--- src/rtl/sfc_pkg.sv ---
package sfc_pkg;
  localparam int ADDR_BITS = 24;
  localparam int WORD_BITS = 32;
  localparam int HALF_W    = 7;
  localparam int CNT_W     = 6;

  typedef enum logic [1:0] {LN_1 = 2'd0, LN_2 = 2'd1, LN_4 = 2'd2} lane_e;

  typedef enum logic [2:0] {
    S_IDLE, S_CMD, S_ADDR, S_DUMMY, S_DATA, S_MAN, S_DONE
  } state_e;

  typedef struct packed {
    logic [7:0]        cmd;
    logic [3:0]        dummy;
    lane_e             lanes;
    logic [HALF_W-1:0] half;
  } cfg_t;

  function automatic logic [3:0] lane_mask(lane_e l);
    case (l)
      LN_1:    return 4'b0001;
      LN_2:    return 4'b0011;
      default: return 4'b1111;
    endcase
  endfunction

  function automatic logic [1:0] lane_shift(lane_e l);
    case (l)
      LN_1:    return 2'd0;
      LN_2:    return 2'd1;
      default: return 2'd2;
    endcase
  endfunction
endpackage

--- src/rtl/sfc_regs.sv ---
module sfc_regs
  import sfc_pkg::*;
#(
  parameter bit QUAD_DEFAULT = 1'b0,
  parameter int DIV_DEFAULT  = 4
) (
  input  logic        clk_i,
  input  logic        rst_ni,
  input  logic        wr_i,
  input  logic [1:0]  sel_i,
  input  logic [31:0] wdata_i,
  input  logic        rx_we_i,
  input  logic [7:0]  rx_byte_i,
  output cfg_t        cfg_o,
  output logic        man_cs_o,
  output logic        man_rx_dir_o,
  output logic [31:0] rdata_o
);
  localparam logic [7:0]        CMD_RST   = QUAD_DEFAULT ? 8'hEB : 8'h03;
  localparam logic [3:0]        DUMMY_RST = QUAD_DEFAULT ? 4'd6 : 4'd0;
  localparam logic [1:0]        LANE_RST  = QUAD_DEFAULT ? 2'd2 : 2'd0;
  localparam int                HALF_INT  = (DIV_DEFAULT < 2) ? 1 : DIV_DEFAULT / 2;
  localparam logic [HALF_W-1:0] HALF_RST  = HALF_W'(HALF_INT);

  logic [7:0]        cmd_q;
  logic [3:0]        dummy_q;
  logic [1:0]        lane_raw_q;
  logic [HALF_W-1:0] half_q;
  logic              cs_q, dir_q;
  logic [7:0]        rx_q;
  logic [HALF_W-1:0] half_wr;
  logic              unused_wbits;

  assign half_wr      = (wdata_i[23:17] == '0) ? HALF_W'(1) : wdata_i[23:17];
  assign unused_wbits = ^{wdata_i[31:24], wdata_i[16], wdata_i[15:14]};

  always_ff @(posedge clk_i or negedge rst_ni) begin
    if (!rst_ni) begin
      cmd_q      <= CMD_RST;
      dummy_q    <= DUMMY_RST;
      lane_raw_q <= LANE_RST;
      half_q     <= HALF_RST;
      cs_q       <= 1'b0;
      dir_q      <= 1'b0;
      rx_q       <= '0;
    end else begin
      if (wr_i && sel_i == 2'd0) begin
        cmd_q      <= wdata_i[7:0];
        dummy_q    <= wdata_i[11:8];
        lane_raw_q <= wdata_i[13:12];
        half_q     <= half_wr;
      end
      if (wr_i && sel_i == 2'd1) begin
        cs_q  <= wdata_i[0];
        dir_q <= wdata_i[1];
      end
      if (rx_we_i) rx_q <= rx_byte_i;
    end
  end

  always_comb begin
    cfg_o.cmd   = cmd_q;
    cfg_o.dummy = dummy_q;
    cfg_o.half  = half_q;
    case (lane_raw_q)
      2'd0:    cfg_o.lanes = LN_1;
      2'd1:    cfg_o.lanes = LN_2;
      default: cfg_o.lanes = LN_4;
    endcase
  end

  always_comb begin
    case (sel_i)
      2'd0:    rdata_o = {8'h00, half_q, 1'b0, 2'b00, lane_raw_q, dummy_q, cmd_q};
      2'd1:    rdata_o = {30'b0, dir_q, cs_q};
      2'd2:    rdata_o = {24'b0, rx_q};
      default: rdata_o = '0;
    endcase
  end

  assign man_cs_o     = cs_q;
  assign man_rx_dir_o = dir_q;

  p_half_nonzero_r4: assert property (@(posedge clk_i) disable iff (!rst_ni)
    half_q != '0);
endmodule

--- src/rtl/sfc_shift_eng.sv ---
module sfc_shift_eng
  import sfc_pkg::*;
(
  input  logic                 clk_i,
  input  logic                 rst_ni,
  input  logic                 start_i,
  input  logic [CNT_W-1:0]     nclk_i,
  input  lane_e                lanes_i,
  input  logic [3:0]           oe_i,
  input  logic [WORD_BITS-1:0] tx_i,
  input  logic [HALF_W-1:0]    half_i,
  input  logic [3:0]           dq_i,
  output logic                 busy_o,
  output logic                 done_o,
  output logic                 sck_o,
  output logic [3:0]           dq_o,
  output logic [3:0]           dq_oe_o,
  output logic [WORD_BITS-1:0] rx_o
);
  logic                 busy_q, done_q, sck_q;
  logic [HALF_W-1:0]    cnt_q;
  logic [CNT_W-1:0]     left_q;
  logic [WORD_BITS-1:0] tx_q, rx_q, tx_next, rx_next;
  logic [3:0]           oe_q;
  lane_e                lanes_q;

  always_comb begin
    case (lanes_q)
      LN_1: begin
        rx_next = {rx_q[WORD_BITS-2:0], dq_i[1]};
        tx_next = {tx_q[WORD_BITS-2:0], 1'b0};
        dq_o    = {3'b000, tx_q[WORD_BITS-1]};
      end
      LN_2: begin
        rx_next = {rx_q[WORD_BITS-3:0], dq_i[1:0]};
        tx_next = {tx_q[WORD_BITS-3:0], 2'b00};
        dq_o    = {2'b00, tx_q[WORD_BITS-1 -: 2]};
      end
      default: begin
        rx_next = {rx_q[WORD_BITS-5:0], dq_i};
        tx_next = {tx_q[WORD_BITS-5:0], 4'b0000};
        dq_o    = tx_q[WORD_BITS-1 -: 4];
      end
    endcase
  end

  always_ff @(posedge clk_i or negedge rst_ni) begin
    if (!rst_ni) begin
      busy_q  <= 1'b0;
      done_q  <= 1'b0;
      sck_q   <= 1'b0;
      cnt_q   <= '0;
      left_q  <= '0;
      tx_q    <= '0;
      rx_q    <= '0;
      oe_q    <= '0;
      lanes_q <= LN_1;
    end else begin
      done_q <= 1'b0;
      if (start_i && !busy_q) begin
        busy_q  <= 1'b1;
        sck_q   <= 1'b0;
        cnt_q   <= half_i - HALF_W'(1);
        left_q  <= nclk_i;
        tx_q    <= tx_i;
        oe_q    <= oe_i;
        lanes_q <= lanes_i;
      end else if (busy_q) begin
        if (cnt_q != '0) begin
          cnt_q <= cnt_q - HALF_W'(1);
        end else begin
          cnt_q <= half_i - HALF_W'(1);
          if (!sck_q) begin
            sck_q <= 1'b1;
            rx_q  <= rx_next;
          end else begin
            sck_q  <= 1'b0;
            tx_q   <= tx_next;
            left_q <= left_q - CNT_W'(1);
            if (left_q == CNT_W'(1)) begin
              busy_q <= 1'b0;
              done_q <= 1'b1;
            end
          end
        end
      end
    end
  end

  assign busy_o  = busy_q;
  assign done_o  = done_q;
  assign sck_o   = sck_q;
  assign dq_oe_o = busy_q ? oe_q : 4'b0000;
  assign rx_o    = rx_q;

  p_sck_idle_low_r6: assert property (@(posedge clk_i) disable iff (!rst_ni)
    !busy_q |-> !sck_q);
  p_dq_hold_high_r6: assert property (@(posedge clk_i) disable iff (!rst_ni)
    (sck_q && $past(sck_q)) |-> $stable(dq_o));
  p_done_pulse_r8: assert property (@(posedge clk_i) disable iff (!rst_ni)
    done_q |=> !done_q);
endmodule

--- src/rtl/spi_flash_ctrl.sv ---
module spi_flash_ctrl
  import sfc_pkg::*;
#(
  parameter bit QUAD_DEFAULT = 1'b0,
  parameter int DIV_DEFAULT  = 4
) (
  input  logic        clk_i,
  input  logic        rst_ni,
  input  logic        req_i,
  input  logic        we_i,
  input  logic        reg_sel_i,
  input  logic [23:0] addr_i,
  input  logic [31:0] wdata_i,
  output logic [31:0] rdata_o,
  output logic        ack_o,
  output logic        sck_o,
  output logic        cs_no,
  input  logic [3:0]  dq_i,
  output logic [3:0]  dq_o,
  output logic [3:0]  dq_oe_o
);
  state_e               state_q;
  logic                 go_q;
  logic [ADDR_BITS-1:0] addr_q;
  logic [7:0]           man_tx_q;
  logic [31:0]          rdata_q;

  cfg_t                 cfg;
  logic                 man_cs, man_rx_dir;
  logic [31:0]          reg_rdata;
  logic                 reg_wr, man_done;

  logic                 eng_busy, eng_done;
  logic [CNT_W-1:0]     ph_nclk;
  lane_e                ph_lanes;
  logic [3:0]           ph_oe;
  logic [WORD_BITS-1:0] ph_tx, eng_rx;
  logic [1:0]           lsh;

  assign lsh      = lane_shift(cfg.lanes);
  assign reg_wr   = (state_q == S_IDLE) && req_i && reg_sel_i && we_i && (addr_i[3:2] != 2'd2);
  assign man_done = (state_q == S_MAN) && eng_done;

  sfc_regs #(.QUAD_DEFAULT(QUAD_DEFAULT), .DIV_DEFAULT(DIV_DEFAULT)) i_regs (
    .clk_i       (clk_i),
    .rst_ni      (rst_ni),
    .wr_i        (reg_wr),
    .sel_i       (addr_i[3:2]),
    .wdata_i     (wdata_i),
    .rx_we_i     (man_done),
    .rx_byte_i   (eng_rx[7:0]),
    .cfg_o       (cfg),
    .man_cs_o    (man_cs),
    .man_rx_dir_o(man_rx_dir),
    .rdata_o     (reg_rdata)
  );

  // phase parameters for the engine, taken from the current state
  always_comb begin
    ph_nclk  = '0;
    ph_lanes = cfg.lanes;
    ph_oe    = 4'b0000;
    ph_tx    = '0;
    case (state_q)
      S_CMD: begin
        ph_nclk  = CNT_W'(8);
        ph_lanes = LN_1;
        ph_oe    = 4'b0001;
        ph_tx    = {cfg.cmd, 24'b0};
      end
      S_ADDR: begin
        ph_nclk = CNT_W'(ADDR_BITS) >> lsh;
        ph_oe   = lane_mask(cfg.lanes);
        ph_tx   = {addr_q, 8'b0};
      end
      S_DUMMY: ph_nclk = CNT_W'(cfg.dummy);
      S_DATA:  ph_nclk = CNT_W'(WORD_BITS) >> lsh;
      S_MAN: begin
        ph_nclk = CNT_W'(8) >> lsh;
        ph_oe   = (man_rx_dir && cfg.lanes != LN_1) ? 4'b0000 : lane_mask(cfg.lanes);
        ph_tx   = {man_tx_q, 24'b0};
      end
      default: ;
    endcase
  end

  sfc_shift_eng i_eng (
    .clk_i  (clk_i),
    .rst_ni (rst_ni),
    .start_i(go_q),
    .nclk_i (ph_nclk),
    .lanes_i(ph_lanes),
    .oe_i   (ph_oe),
    .tx_i   (ph_tx),
    .half_i (cfg.half),
    .dq_i   (dq_i),
    .busy_o (eng_busy),
    .done_o (eng_done),
    .sck_o  (sck_o),
    .dq_o   (dq_o),
    .dq_oe_o(dq_oe_o),
    .rx_o   (eng_rx)
  );

  always_ff @(posedge clk_i or negedge rst_ni) begin
    if (!rst_ni) begin
      state_q  <= S_IDLE;
      go_q     <= 1'b0;
      addr_q   <= '0;
      man_tx_q <= '0;
      rdata_q  <= '0;
    end else begin
      go_q <= 1'b0;
      case (state_q)
        S_IDLE: if (req_i) begin
          if (reg_sel_i) begin
            if (we_i && addr_i[3:2] == 2'd2) begin
              man_tx_q <= wdata_i[7:0];
              state_q  <= S_MAN;
              go_q     <= 1'b1;
            end else begin
              if (!we_i) rdata_q <= reg_rdata;
              state_q <= S_DONE;
            end
          end else if (we_i) begin
            state_q <= S_DONE;
          end else begin
            addr_q  <= addr_i;
            state_q <= S_CMD;
            go_q    <= 1'b1;
          end
        end
        S_CMD: if (eng_done) begin
          state_q <= S_ADDR;
          go_q    <= 1'b1;
        end
        S_ADDR: if (eng_done) begin
          state_q <= (cfg.dummy != '0) ? S_DUMMY : S_DATA;
          go_q    <= 1'b1;
        end
        S_DUMMY: if (eng_done) begin
          state_q <= S_DATA;
          go_q    <= 1'b1;
        end
        S_DATA: if (eng_done) begin
          rdata_q <= {eng_rx[7:0], eng_rx[15:8], eng_rx[23:16], eng_rx[31:24]};
          state_q <= S_DONE;
        end
        S_MAN: if (eng_done) state_q <= S_DONE;
        S_DONE: state_q <= S_IDLE;
        default: state_q <= S_IDLE;
      endcase
    end
  end

  assign cs_no   = !(man_cs || state_q inside {S_CMD, S_ADDR, S_DUMMY, S_DATA});
  assign ack_o   = (state_q == S_DONE);
  assign rdata_o = rdata_q;

  p_cs_low_on_edge_r7: assert property (@(posedge clk_i) disable iff (!rst_ni)
    (sck_o && state_q != S_MAN) |-> !cs_no);
  p_ack_pulse_r8: assert property (@(posedge clk_i) disable iff (!rst_ni)
    ack_o |=> !ack_o);
  p_ack_after_shift_r8: assert property (@(posedge clk_i) disable iff (!rst_ni)
    ack_o |-> (!eng_busy && !sck_o));
  p_oe_released_r11: assert property (@(posedge clk_i) disable iff (!rst_ni)
    (state_q inside {S_DUMMY, S_DATA}) |-> (dq_oe_o == 4'b0000));
endmodule

--- config.mk ---
export PLATFORM = sky130hd
export DESIGN_NAME = spi_flash_ctrl
export DESIGN_NICKNAME = d
export VERILOG_FILES = /design/src/rtl/sfc_pkg.sv /design/src/rtl/sfc_regs.sv /design/src/rtl/sfc_shift_eng.sv /design/src/rtl/spi_flash_ctrl.sv
export SDC_FILE = /design/constraint.sdc
export NUM_CORES = 1
export LEC_CHECK = 0
export CAP_MARGIN = 20
export CORE_MARGIN = 5
export CORE_UTILIZATION = 40
export CTS_BUF_LIST = sky130_fd_sc_hd__clkbuf_2 sky130_fd_sc_hd__clkbuf_4 sky130_fd_sc_hd__clkbuf_8
export DETAILED_ROUTE_END_ITERATION = 10
export PLACE_DENSITY = 0.58
export SLEW_MARGIN = 5
export SYNTH_ARGS = -nofsm -noshare
export SYNTH_HDL_FRONTEND = slang
export SYNTH_SLANG_ARGS = --single-unit
export TNS_END_PERCENT = 20
--- constraint.sdc ---
create_clock -name clk_i -period 4.2 [get_ports clk_i]
set_clock_uncertainty 0.05 [all_clocks]
set_input_delay 1.05 -clock clk_i [delete_from_list [all_inputs] [get_ports clk_i]]
set_output_delay 1.05 -clock clk_i [all_outputs]
set_load 0.02 [all_outputs]
==> impl_metrics.tcl, run 1 <==
set metrics [dict create \
    status "finished clean" \
    routed_wl_um 22300 \
    final_cell_count_no_fill 1284 \
    fmax_mhz 302 \
    clkPwrFrac 0.203 \
    final_cell_mix "dfrtp_1 (171), nand2_1 (106), clkdlybuf4s50_1 (95)" \
    p_leak_nw 4.39 \
    tightest_slew_ns 0.981 \
    ant_nets 0 \
    startpoint_type "flop" \
    seq_area_frac_synth 0.483 \
    ys_seq_elements 176 \
    yosys_most_used_dff "dfrtp_1" \
    clk_pin_slew_ns 0.09 \
    synth-warning-count 0 \
    grt_pass1_vias 6785 \
    critPathMaxFanout 3 \
    synth_area_sq_um 9120 \
    yosys.area.top_type "dfrtp_1" \
    post-cts-setup-buffers 0 \
    antenna_found_initial 0 \
    path_class "flop to primary output" \
    maxSlewViolCount 0 \
    vias 6900 \
    core-area_sq_um 22600 \
    tritoncts "yes" \
    numCtsBuffers 17 \
    dp_hpwl_um 15500 \
    hold_class "flop to flop" \
    synthTopCellsByArea "dfrtp_1 (47%), mux2_2 (10%), mux2i_1 (6.9%), o21ai_0 (4.6%), a21oi_1 (4.4%)" \
    switching_share 0.377 \
    ctsResizeCount 0 \
    drt_iter0_drc 346 \
    rsz0062_at_grt "no" \
    track_usage 0.177 \
    avgViaCountPerCell 5.37 \
    synth_nets 986 \
    avgSynthCellArea_sq_um 9.94 \
    clock_path_buffers 2 \
    postLayoutSetupSlackWorst_ns 0.889 \
    dp_slack_ns 0.942 \
    worstPathRequired_ns 3.10 \
    num_rows 55 \
    routedWlPerCell_um 17.4 \
    async_flop_share 1.00 \
    cap_violations 0 \
    grt_max_degree 85 \
    seq_power_share 0.451 \
    place_inst 1250 \
    p_switching_w 0.00240 \
    start_util 0.404 \
    p_int_w 0.00396 \
    place_congestion 0.823 \
    yosysTopAreaCellShare 0.475 \
    fin_crit_ns 3.31 \
    combPwrFrac 0.346 \
    end_kind "primary output" \
    root_buffer "clkbuf_8" \
    setup-tns-final_ns 0 \
    ir_drop_mv 0.297 \
    drive_gt1_frac 0.159 \
    cts.htree.levels 4 \
    fin_hold_ws_ns 0.422 \
    crit_arrival_ns 2.21 \
    p_per_area_nw_per_um2 591 \
    postCtsHoldBufs 0 \
    grt_overflow_total 0 \
    die_y_um 161 \
    layout.nets 1054 \
    die_area_sq_um 25900 \
    io_buffers 96 \
    grt_pass1_wl_um 37300 \
    synth_cell_type_count 66 \
    ios 108 \
    setup_viol 0 \
    drt_first_pass_iters 4 \
    synthToLayoutAreaGrowth_pct 17.9 \
    clock_sinks 176 \
    layout_commonest_cell "dfrtp_1" \
    maxSlewHeadroom 0.344 \
    dieWidth_um 161 \
    insertion_delay_ns 0.48 \
    final-hold-violation-count 0 \
    synthCells 917 \
    fin_crit_sh 0.788 \
    drcViolationCount 0 \
    synth_edf_count 0 \
]
==> per-stage QoR <==
step | utilization | power, W | area (sq um)
after floorplan | - | 0.00431 | 9120
after global placement | 0.457 | 0.00506 | 10300
after detailed placement | 0.457 | 0.00511 | 10300
after CTS | 0.476 | 0.00642 | 10700
after global routing | 0.476 | 0.00683 | 10700
final | 0.476 | 0.00636 | 10800
==> synth_stat cells (3+ instances only) <==
| cell type | number |
|---|---|
| dfrtp_1 | 173 |
| nand2_1 | 106 |
| nor2_1 | 89 |
| mux2_2 | 85 |
| o21ai_0 | 83 |
| a21oi_1 | 81 |
| mux2i_1 | 63 |
| clkbuf_1 | 39 |
| buf_2 | 20 |
| nor3_1 | 18 |
| a221oi_1 | 14 |
| and3_1 | 13 |
| inv_1 | 12 |
| xnor2_1 | 11 |
| o221ai_1 | 8 |
| and2_1 | 7 |
| xor2_1 | 5 |
| buf_4 | 4 |
| ha_1 | 4 |
| nand3_1 | 4 |
| nand3b_1 | 4 |
| nor2b_1 | 4 |
| a211oi_1 | 3 |
| a22o_1 | 3 |
| buf_1 | 3 |
| dfstp_2 | 3 |
| nand2b_1 | 3 |
| nor3b_1 | 3 |
| o21ai_1 | 3 |
| o22ai_1 | 3 |
==> cell type report <==
| class | count | area [sq um] |
|---|---|---|
| fillers | 2151 | 11800 |
| flip-flops and latches | 176 | 4410 |
| multi-input cells | 662 | 4380 |
| repair buffers | 116 | 1130 |
| well taps | 285 | 357 |
| clock buffers | 18 | 248 |
| clock inverters | 14 | 178 |
| inverters | 12 | 45.0 |
| diodes | 1 | 2.50 |
==> sequential cells by signal, indices dropped and copies added, names as in the netlist, 3 cells and up <==
| signal | count |
|---|---|
| rdata_o | 32 |
| i_eng.left_q | 6 |
| i_eng.rx_o | 32 |
| man_tx_q | 8 |
| i_regs.rx_q | 8 |
| i_regs.dummy_q | 4 |
| i_eng.tx_q | 24 |
| state_q | 3 |
| i_eng.cnt_q | 7 |
| addr_q | 24 |
| i_eng.oe_q | 3 |
| i_regs.half_q | 7 |
| i_regs.cmd_q | 8 |
==> routing by layer <==
metal,vias up,track usage,wire (um)
met5,-,0,0
met4,0,0.0423,280
met3,21,0.0332,926
met2,125,0.280,10400
met1,3363,0.254,10700
li1,3391,-,-
==> power groups by stage <==
stage | sequential, W | clock [W] | combinational (W)
2_1_floorplan | 0.00274 | 0 | 0.00157
6_report | 0.00287 | 0.00129 | 0.00220
3_3_place_gp | 0.00289 | 0 | 0.00217
5_1_grt | 0.00297 | 0.00139 | 0.00246
4_1_cts | 0.00287 | 0.00132 | 0.00222
3_5_place_dp | 0.00290 | 0 | 0.00221
==> critical path: stages (launching register included) <==
cell and delay [ns]:
dfrtp_1 0.38, nor2_1 0.31, xnor2_1 0.13, nor2_1 0.25
clkdlybuf4s50_1 0.67
==> worst paths after layout <==
kind	cells past startpoint	endpoint	slack (ns)	from
worst max-delay path	4	cs_no	0.89	state_q[0]
max in group asynchronous	2	i_eng.tx_q[11]	2.71	rst_ni
worst min register to register	2	i_eng.oe_q[0]	0.42	i_eng.oe_q[0]
min in group asynchronous	1	rdata_o[21]	0.55	rst_ni
worst min-delay path	2	i_eng.oe_q[0]	0.42	i_eng.oe_q[0]
worst max register to register	5	rdata_o[9]	1.70	state_q[2]
==> logic make-up (layout without fill, tap and decap cells) <==
family,Yosys count,after routing,share of synthesized area
simple gates,276,276,0.145
compound gates,218,218,0.138
flops,176,176,0.483
mux,148,148,0.174
buf+inv,79,160,0.0377
xor+xnor,16,16,0.0154
fa+ha+maj,4,4,0.00549
other cells,0,1,0
Power figures use the tool's default switching activity.
==> run 2: changes to the inputs <==
==> constraint.sdc (replaced) <==
create_clock -name clk_i -period 3.18 [get_ports clk_i]
set_clock_uncertainty 0.05 [all_clocks]
set_input_delay 0.795 -clock clk_i [delete_from_list [all_inputs] [get_ports clk_i]]
set_output_delay 0.795 -clock clk_i [all_outputs]
set_load 0.02 [all_outputs]
==> run 2 against run 1 <==
  * Largest power group unchanged
  * Flip-flop and latch count unchanged
  * Combinational power increased by 35%
  * Wire length down 0.19%
  * Critical path type unchanged
  * Non-clock buffer count grew 7
  * Clock power up 24%
  * Global-route usage decreased by 0.31 points
  * Core utilization is 0.13 points higher
  * Setup slack lost 0.77 ns
  * Design area rose by 0.27%
  * Count of clock-buffer cells in the layout did not move
==> impl_metrics.tcl, run 2 (same netlist as run 1, synthesis figures left out) <==
set metrics [dict create \
    status "finished clean" \
    drt_first_pass_iters 4 \
    p_leak_nw 4.41 \
    cap_violations 0 \
    final_cell_count_no_fill 1290 \
    postCtsHoldBufs 0 \
    fillCellCount 2132 \
    path_class "flop to primary output" \
    drcViolationCount 0 \
    drive_gt1_frac 0.165 \
    clk_pin_slew_ns 0.10 \
    setup-tns-final_ns 0 \
    maxSlewViolCount 0 \
    track_usage 0.174 \
    ant_nets 0 \
    finalPower_w 0.00833 \
    worstPathRequired_ns 2.33 \
    final_cell_mix "dfrtp_1 (171), nand2_1 (106), clkdlybuf4s50_1 (95)" \
    crit_arrival_ns 2.22 \
    avgViaCountPerCell 5.33 \
    numCtsBuffers 17 \
    grt_pass1_vias 6801 \
    start_util 0.404 \
    layout_commonest_cell "dfrtp_1" \
    ctsResizeCount 0 \
    postLayoutSetupSlackWorst_ns 0.117 \
    die_y_um 161 \
    antenna_cells 0 \
    startpoint_type "flop" \
    io_buffers 96 \
    place_congestion 0.831 \
    fin_crit_sh 0.963 \
    setup_viol 0 \
    place_inst 1258 \
    hold_class "input port to async pin" \
    antenna_found_initial 0 \
    grt_max_degree 69 \
    synthToLayoutAreaGrowth_pct 18.2 \
    routed_wl_um 22300 \
    grt_pass1_wl_um 36800 \
    post-cts-setup-buffers 0 \
    end_kind "primary output" \
    num_rows 55 \
    clock_path_buffers 2 \
    ios 108 \
    fin_crit_ns 3.06 \
    fmax_mhz 326 \
    dp_hpwl_um 15800 \
    die_area_sq_um 25900 \
    core-area_sq_um 22600 \
    final-hold-violation-count 0 \
    root_buffer "clkbuf_8" \
    rsz0062_at_grt "no" \
    routedWlPerCell_um 17.3 \
    insertion_delay_ns 0.47 \
    tritoncts "yes" \
    multi_input_area_sq_um 4380 \
    vias 6876 \
    layout.nets 1061 \
    grt_overflow_total 0 \
    dieWidth_um 161 \
    clock_sinks 176 \
    drt_iter0_drc 468 \
    maxSlewHeadroom 0.386 \
    critPathMaxFanout 3 \
    tightest_slew_ns 0.916 \
    ff_latch_area_sq_um 4410 \
    dp_slack_ns 0.362 \
    p_per_area_nw_per_um2 773 \
    ir_drop_mv 0.355 \
    fin_hold_ws_ns 0.181 \
    cts.htree.levels 4 \
]
[run 2: cell types whose count changed in the layout (fill, tap and decap cells not counted)]
cell        previous run  this run
buf_4                 18        25
clkinvlp_4             0         2
buf_12                 1         2
buf_6                  2         1
bufinv_16              3         2
clkbuf_4               0         1
clkbuf_8              18        17
clkinv_4               2         1
diode_2                1         0
[run 2: cell type report]
| class | instances | share of cell area |
|---|---|---|
| repair buffers | 123 | 0.110 |
| clock inverters | 14 | 0.0143 |
| flip-flops and latches | 176 | 0.409 |
| clock buffers | 18 | 0.0224 |
| multi-input cells | 662 | 0.407 |
| well taps | 285 | 0.0331 |
| inverters | 12 | 0.00418 |
[run 2: metal layers]
metal | global-route usage | routed length [um] | up-vias
met5 | 0 | 0 | -
met4 | 0.0345 | 140 | 0
met2 | 0.277 | 10400 | 129
li1 | - | - | 3407
met1 | 0.248 | 10900 | 3331
met3 | 0.0367 | 892 | 9
[run 2: worst paths after layout]
| kind | start | depth (start not counted) | slack [ns] | to |
|---|---|---|---|---|
| max | state_q[0] | 4 | 0.12 | cs_no |
| min reg2reg | i_eng.oe_q[0] | 2 | 0.43 | i_eng.oe_q[0] |
| min in group clk_i | i_eng.oe_q[0] | 2 | 0.43 | i_eng.oe_q[0] |
| max in group asynchronous | rst_ni | 2 | 2.09 | i_regs.cmd_q[1] |
| min | rst_ni | 1 | 0.18 | rdata_o[21] |
| max reg2reg | state_q[2] | 6 | 0.97 | i_eng.tx_q[11] |
[run 2: worst max-delay path: stages, from the launching register on]
cell and delay, ns:
dfrtp_1 0.38, nor2_1 0.30, xnor2_1 0.11, nor2_1 0.27, clkdlybuf4s50_1 0.68
[run 2: where the power goes]
| group | internal, W | switching [W] |
|---|---|---|
| clock | 0.000721 | 0.000880 |
| combinational | 0.00145 | 0.00152 |
| sequential | 0.00299 | 0.000768 |
[run 2: stage by stage]
stage	area (sq um)	utilization
CTS	10800	0.478
detailed placement	10400	0.460
finish	10800	0.478
global placement	10400	0.460
floorplan	9120	-
global route	10800	0.478
